**src/rtl/iqgb_pkg.sv**
```systemverilog
package iqgb_pkg;

  // Direction the coefficient takes at the end of a window
  typedef enum logic [1:0] {
    STEP_HOLD = 2'd0,
    STEP_UP   = 2'd1,
    STEP_DOWN = 2'd2
  } step_e;

  // log2 of the window length selected by a bandwidth code
  function automatic int unsigned win_log2(input int unsigned code,
                                           input int unsigned base,
                                           input int unsigned max_code);
    int unsigned c;
    c = (code > max_code) ? max_code : code;
    return base + c;
  endfunction

endpackage

```
**src/rtl/iqgb_mismatch_est.sv**
```systemverilog
module iqgb_mismatch_est
  import iqgb_pkg::*;
#(
  parameter int DW        = 16,
  parameter int CODE_W    = 4,
  parameter int BASE_LOG2 = 12,
  parameter int MAX_CODE  = 11
) (
  input  logic                     clk,
  input  logic                     rst,
  input  logic                     en,
  input  logic [CODE_W-1:0]        bw_code,
  input  logic signed [DW-1:0]     i_in,
  input  logic signed [DW-1:0]     q_in,
  output step_e                    step
);

  localparam int CNTW = BASE_LOG2 + MAX_CODE + 1;
  localparam int MW   = DW + 1;
  localparam int DFW  = DW + 2;
  localparam int AW   = DFW + CNTW;

  logic signed [MW-1:0]  i_ext, q_ext;
  logic [MW-1:0]         mag_i, mag_q;
  logic signed [DFW-1:0] diff;
  logic signed [AW-1:0]  acc, sum_now;
  logic [CNTW-1:0]       cnt, last_idx;
  logic                  win_end;

  // Magnitudes are one bit wider so that the most negative sample still fits
  always_comb begin
    i_ext = MW'(i_in);
    q_ext = MW'(q_in);
    mag_i = i_ext[MW-1] ? -i_ext : i_ext;
    mag_q = q_ext[MW-1] ? -q_ext : q_ext;
    diff  = $signed({1'b0, mag_q}) - $signed({1'b0, mag_i});
  end

  always_comb begin
    last_idx = (CNTW'(1) << win_log2(int'(bw_code), BASE_LOG2, MAX_CODE)) - CNTW'(1);
    win_end  = (cnt >= last_idx);
    sum_now  = acc + AW'(diff);
  end

  always_comb begin
    step = STEP_HOLD;
    if (en && win_end) begin
      if (sum_now > 0)      step = STEP_DOWN;
      else if (sum_now < 0) step = STEP_UP;
    end
  end

  // First-order integrate and dump
  always_ff @(posedge clk) begin
    if (rst || !en) begin
      acc <= '0;
      cnt <= '0;
    end else if (win_end) begin
      acc <= '0;
      cnt <= '0;
    end else begin
      acc <= sum_now;
      cnt <= cnt + CNTW'(1);
    end
  end

  AST_IDLE_CLEAR: assert property (@(posedge clk) disable iff (rst)
    !en |=> (cnt == '0 && acc == '0));

  AST_STEP_NEEDS_EN: assert property (@(posedge clk) disable iff (rst)
    (step != STEP_HOLD) |-> en);

endmodule

```
**src/rtl/iqgb_coef_reg.sv**
```systemverilog
module iqgb_coef_reg
  import iqgb_pkg::*;
#(
  parameter int CW = 14
) (
  input  logic                 clk,
  input  logic                 rst,
  input  logic                 en,
  input  logic signed [CW-1:0] coef_man,
  input  step_e                step,
  output logic signed [CW-1:0] coef
);

  localparam logic signed [CW-1:0] CMAX = {1'b0, {(CW-1){1'b1}}};
  localparam logic signed [CW-1:0] CMIN = {1'b1, {(CW-1){1'b0}}};

  always_ff @(posedge clk) begin
    if (rst) begin
      coef <= '0;
    end else if (!en) begin
      coef <= coef_man;
    end else begin
      unique case (step)
        STEP_DOWN: if (coef != CMIN) coef <= coef - CW'(1);
        STEP_UP:   if (coef != CMAX) coef <= coef + CW'(1);
        default:   coef <= coef;
      endcase
    end
  end

  AST_MANUAL_LOAD: assert property (@(posedge clk) disable iff (rst)
    !en |=> (coef == $past(coef_man)));

  AST_WINDOW_HOLD: assert property (@(posedge clk) disable iff (rst)
    (en && step == STEP_HOLD) |=> $stable(coef));

  AST_FLOOR: assert property (@(posedge clk) disable iff (rst)
    (en && coef == CMIN && step == STEP_DOWN) |=> (coef == CMIN));

  AST_CEILING: assert property (@(posedge clk) disable iff (rst)
    (en && coef == CMAX && step == STEP_UP) |=> (coef == CMAX));

endmodule

```
**src/rtl/iqgb_gain_path.sv**
```systemverilog
module iqgb_gain_path #(
  parameter int DW   = 16,
  parameter int CW   = 14,
  parameter int FRAC = 16
) (
  input  logic                 clk,
  input  logic                 rst,
  input  logic signed [DW-1:0] i_in,
  input  logic signed [DW-1:0] q_in,
  input  logic signed [CW-1:0] coef,
  output logic signed [DW-1:0] i_out,
  output logic signed [DW-1:0] q_out
);

  localparam int PW = DW + CW;
  localparam int SW = PW + 1;
  localparam logic signed [SW-1:0] HALF_LSB = SW'(1) << (FRAC - 1);
  localparam logic signed [SW-1:0] SMAX     = (SW'(1) << (DW - 1)) - SW'(1);
  localparam logic signed [SW-1:0] SMIN     = -(SW'(1) << (DW - 1));

  logic signed [PW-1:0] prod_q;
  logic signed [DW-1:0] i_q1, q_q1;
  logic signed [SW-1:0] biased, scaled, total;
  logic [1:0]           warm;

  // Stage 1: product of Q and coefficient
  always_ff @(posedge clk) begin
    if (rst) begin
      prod_q <= '0;
      i_q1   <= '0;
      q_q1   <= '0;
    end else begin
      prod_q <= PW'(q_in) * PW'(coef);
      i_q1   <= i_in;
      q_q1   <= q_in;
    end
  end

  always_comb begin
    biased = SW'(prod_q) + HALF_LSB;
    scaled = biased >>> FRAC;
    total  = scaled + SW'(q_q1);
  end

  // Stage 2: add back, saturate
  always_ff @(posedge clk) begin
    if (rst) begin
      i_out <= '0;
      q_out <= '0;
      warm  <= '0;
    end else begin
      i_out <= i_q1;
      warm  <= {warm[0], 1'b1};
      if (total > SMAX)      q_out <= SMAX[DW-1:0];
      else if (total < SMIN) q_out <= SMIN[DW-1:0];
      else                   q_out <= total[DW-1:0];
    end
  end

  AST_I_PASS: assert property (@(posedge clk) disable iff (rst)
    warm[1] |-> (i_out == $past(i_in, 2)));

  AST_UNITY_GAIN: assert property (@(posedge clk) disable iff (rst)
    (warm[1] && $past(coef, 2) == '0) |-> (q_out == $past(q_in, 2)));

endmodule

```
**src/rtl/iq_gain_balancer.sv**
```systemverilog
module iq_gain_balancer
  import iqgb_pkg::*;
#(
  parameter int DW        = 16,
  parameter int CW        = 14,
  parameter int FRAC      = 16,
  parameter int CODE_W    = 4,
  parameter int BASE_LOG2 = 12,
  parameter int MAX_CODE  = 11
) (
  input  logic                 clk,
  input  logic                 rst,
  input  logic                 adapt_en,
  input  logic [CODE_W-1:0]    bw_code,
  input  logic signed [CW-1:0] coef_man,
  input  logic signed [DW-1:0] i_in,
  input  logic signed [DW-1:0] q_in,
  output logic signed [DW-1:0] i_out,
  output logic signed [DW-1:0] q_out,
  output logic signed [CW-1:0] coef_out
);

  step_e                step;
  logic signed [CW-1:0] coef;

  iqgb_mismatch_est #(
    .DW(DW), .CODE_W(CODE_W), .BASE_LOG2(BASE_LOG2), .MAX_CODE(MAX_CODE)
  ) u_est (
    .clk(clk), .rst(rst), .en(adapt_en), .bw_code(bw_code),
    .i_in(i_in), .q_in(q_in), .step(step)
  );

  iqgb_coef_reg #(.CW(CW)) u_coef (
    .clk(clk), .rst(rst), .en(adapt_en), .coef_man(coef_man),
    .step(step), .coef(coef)
  );

  iqgb_gain_path #(.DW(DW), .CW(CW), .FRAC(FRAC)) u_path (
    .clk(clk), .rst(rst), .i_in(i_in), .q_in(q_in), .coef(coef),
    .i_out(i_out), .q_out(q_out)
  );

  assign coef_out = coef;

endmodule

```
**config.mk**
```make
export PLATFORM = sky130hd
export DESIGN_NAME = iq_gain_balancer
export DESIGN_NICKNAME = d
export VERILOG_FILES = /design/src/rtl/iqgb_pkg.sv /design/src/rtl/iqgb_mismatch_est.sv /design/src/rtl/iqgb_coef_reg.sv /design/src/rtl/iqgb_gain_path.sv /design/src/rtl/iq_gain_balancer.sv
export SDC_FILE = /design/constraint.sdc
export NUM_CORES = 1
export LEC_CHECK = 0
export ABC_AREA = 1
export BUFFER_PORTS_ARGS = -buffer_cell sky130_fd_sc_hd__buf_2
export CAP_MARGIN = 20
export CORE_AREA = 2 2 264 162
export DETAILED_ROUTE_END_ITERATION = 12
export DIE_AREA = 0 0 266 164
export PLACE_DENSITY = 0.7
export SLEW_MARGIN = 30
export SYNTH_ARGS = -nofsm -noshare
export SYNTH_HDL_FRONTEND = slang
export SYNTH_SLANG_ARGS = --single-unit
```
**constraint.sdc**
```tcl
create_clock -name clk -period 7.21 [get_ports clk]
set_input_delay 0.721 -clock clk [delete_from_list [all_inputs] [get_ports clk]]
set_output_delay 0.721 -clock clk [all_outputs]
set_load 0.02 [all_outputs]
```
==> out/results.txt <==
Synth area leaders: fa_1 22%, dfxtp_1 16%, nand2_1 14%
WL met3: 6.70 mm
Final Power: 7.85 mW
clock share of power: 0.124
Cell Area, Synth: 20300 um2
uppermost layer routed: met5
Setup TNS: 0 ps
cell leakage power: 12.5 nW
FP Rows: 58
RSZ-0062 raised after global routing: false
cells on worst reg2reg path: 20
worst skew pair latency: 450 ps
Global Route Usage Sum: 0.284
clk_skew: 15.8 ps
Period minus WS final: 6690 ps
Slew headroom: 0.348
Fillers: 3902
CP endpoint kind: register
Syn Area/Cell: 7.01 um2
fmax: 149 MHz
Core Region: 41200 um2
detailed placer's ending HPWL: 50.2 mm
Reg-to-Reg End: u_path.prod_q[25]
Min-Delay Path Class: reg2reg
CTS buffer count: 17
most frequent cells in the layout: 740 x nand2_1, 605 x inv_1, 255 x nor2_1
WHS Path Cells: 2
Gate Count Post-Synth: 2901
TritonCTS clock tree: done
crit-path max cell delay: 350 ps
clock sinks: 159
clock slew at reported path FFs: 80 ps
first-pass GRT wire length: 96.4 mm
Worst EP arrival: 7040 ps
max-cap violations: 0
top-area cell type share of the netlist area: 0.219
final hold vios: 0
antenna viol nets, final: 0
vias per inst: 5.22
worst reg2reg setup slack: 760 ps
largest net degree at the start of global routing: 59
GRT overflow: 0
DRC violations left: 0
Final Cell Area: 22300 um2
initial antenna violation count: 2
PortBufs: 98
Unique masters post-synth: 54
EDFF count, synth: 0
starting density of the core: 0.493
Syn-to-layout area delta: 9.91%
combinational group share of total power: 0.731
CP max stage cell: ha_1
Placed Area: 21700 um2
Root Buffer: clkbuf_16
CP max FO: 24
Synth Flop Type: dfxtp_1
sequential share of power: 0.145
Cell Count Post-Placement: 3529
initial detailed-routing violation count: 1798
worst vdd ir: 0.000209 V
FF+latch count, synth: 159
die height: 164 um
switching power: 4.28 mW
wire length per cell: 17.0 um
Yosys Warn Count: 0
drt total wl: 60.4 mm
Die X: 266 um
Startpoint Class: input pin
share of layout cells above drive strength 1: 0.0904
most area-hungry cell type in the Yosys netlist: fa_1
worst slew pin tran: 976 ps
switching share of power: 0.545
ys async rst share: 0
Placer Congestion: 0.970
die area: 43600 um2
met2 wire len: 23.0 mm
hold path startpoint: u_path.i_q1[8]
cell with the most instances on the worst path: nand2_1
status: complete, no violations
# hold bufs at CTS: 0
hold path endpoint: u_path.i_out[8]
WP data required: 7560 ps
M1 WL: 29.9 mm
I/O Pins: 99
Pint: 3.57 mW
Final #Nets: 3467
CTS H-Tree Depth: 4
period utilisation layout: 0.929
Finished Layout Cells: 3562
Final setup viols: 0
critical path class: in2reg
pwr dens: 351 nW/um2
Max Root-Sink Buffers: 2
via count: 18600
Worst R2R Start: u_coef.coef[7]
commonest non-fill, non-tap cell in the layout: nand2_1
first drt pass iteration count: 5
sequential area share after synthesis: 0.157
Final Max Tran Viols: 0
vias in the first global route: 17900
through the flow:
step | utilization | hold WS, ps | setup slack (ps)
2_1_floorplan | - | 388 | 591
3_3_place_gp | 0.526 | 391 | 178
3_5_place_dp | 0.526 | 392 | -93.8
4_1_cts | 0.541 | 401 | 354
5_1_grt | 0.542 | 417 | 16.4
6_report | 0.542 | 398 | 515
critical path: cells and delay by family:
family                     cells  cell delay (ps)
AOI/OAI and AO/OA              7              990
buffers and inverters          9              890
adders and majority gates      4             1230
and+or+nand+nor               22             2910
xor gates and xnor gates       2              280
layer usage:
metal,vias up,GRT usage
li1,9068,-
met1,8698,0.438
met2,768,0.390
met3,59,0.0792
met4,2,0.0508
met5,-,0
Yosys cell counts, types with 4 or more instances:
cell	count
nand3b_1	16
o31ai_1	4
nor2_2	21
buf_1	9
and2_1	4
nand2_1	740
xor2_1	75
inv_2	8
o21bai_1	4
a21oi_1	161
nand2_2	26
a31oi_1	12
nor3_1	34
inv_1	605
nor3b_1	7
xnor2_1	24
nand4_1	29
fa_1	222
and3_1	4
o211ai_1	5
nor2_1	255
o21ai_0	80
nor4_1	13
nand3_1	74
a21o_1	6
dfxtp_1	159
o21a_1	6
nand3_2	8
ha_1	184
clkbuf_1	65
registers in the layout, summed over array words and instances (netlist names):
register,flops
u_est.acc,42
u_est.cnt,24
u_path.i_out,16
u_path.i_q1,16
u_path.q_out,16
u_path.q_q1,16
u_path.prod_q,15
u_coef.coef,14
what timing repair did:
item / 4_1_cts / 5_1_grt
setup buffers: 0 / 0
endpoints found under the setup margin: 0 / 4
gates resized for setup: 0 / 9
cell families (layout without fill, tap and decap cells):
family / Yosys count / count (layout) / share of synthesized area
simple gates: 1241 / 1241 / 0.258
buf+inv: 694 / 805 / 0.129
fa+ha+maj: 406 / 406 / 0.332
compound gates: 299 / 299 / 0.0806
flops: 159 / 159 / 0.157
xor+xnor: 100 / 100 / 0.0435
other cells: 2 / 12 / 0.000370
worst max path at each step:
stage / slack [ps] / to / start
floorplan: 590 / u_coef.coef[12] / q_in[3]
global placement: 180 / u_coef.coef[13] / q_in[0]
detailed placement: -90 / u_coef.coef[12] / q_in[0]
CTS: 350 / u_coef.coef[12] / q_in[0]
global route: 20 / u_coef.coef[12] / i_in[0]
finish: 520 / u_coef.coef[12] / i_in[0]
power groups by stage:
stage	Sequential (mW)	Combinational [mW]	Clock, mW
floorplan	1.17	3.99	0
global route	1.15	6.45	1.02
detailed placement	1.15	5.54	0
CTS	1.13	5.60	0.993
finish	1.14	5.74	0.972
global placement	1.15	5.49	0
layout make-up:
class / count / area, um2 / share of cell area
antenna: 1 / 2.50 / 0.000112
clock buffer: 17 / 425 / 0.0190
clock inverter: 15 / 210 / 0.00941
inverter: 616 / 2310 / 0.104
multi-input combinational: 2057 / 14600 / 0.653
sequential: 159 / 3180 / 0.142
tap: 540 / 676 / 0.0302
timing repair buffer: 157 / 946 / 0.0423
Power figures use the tool's default switching activity.
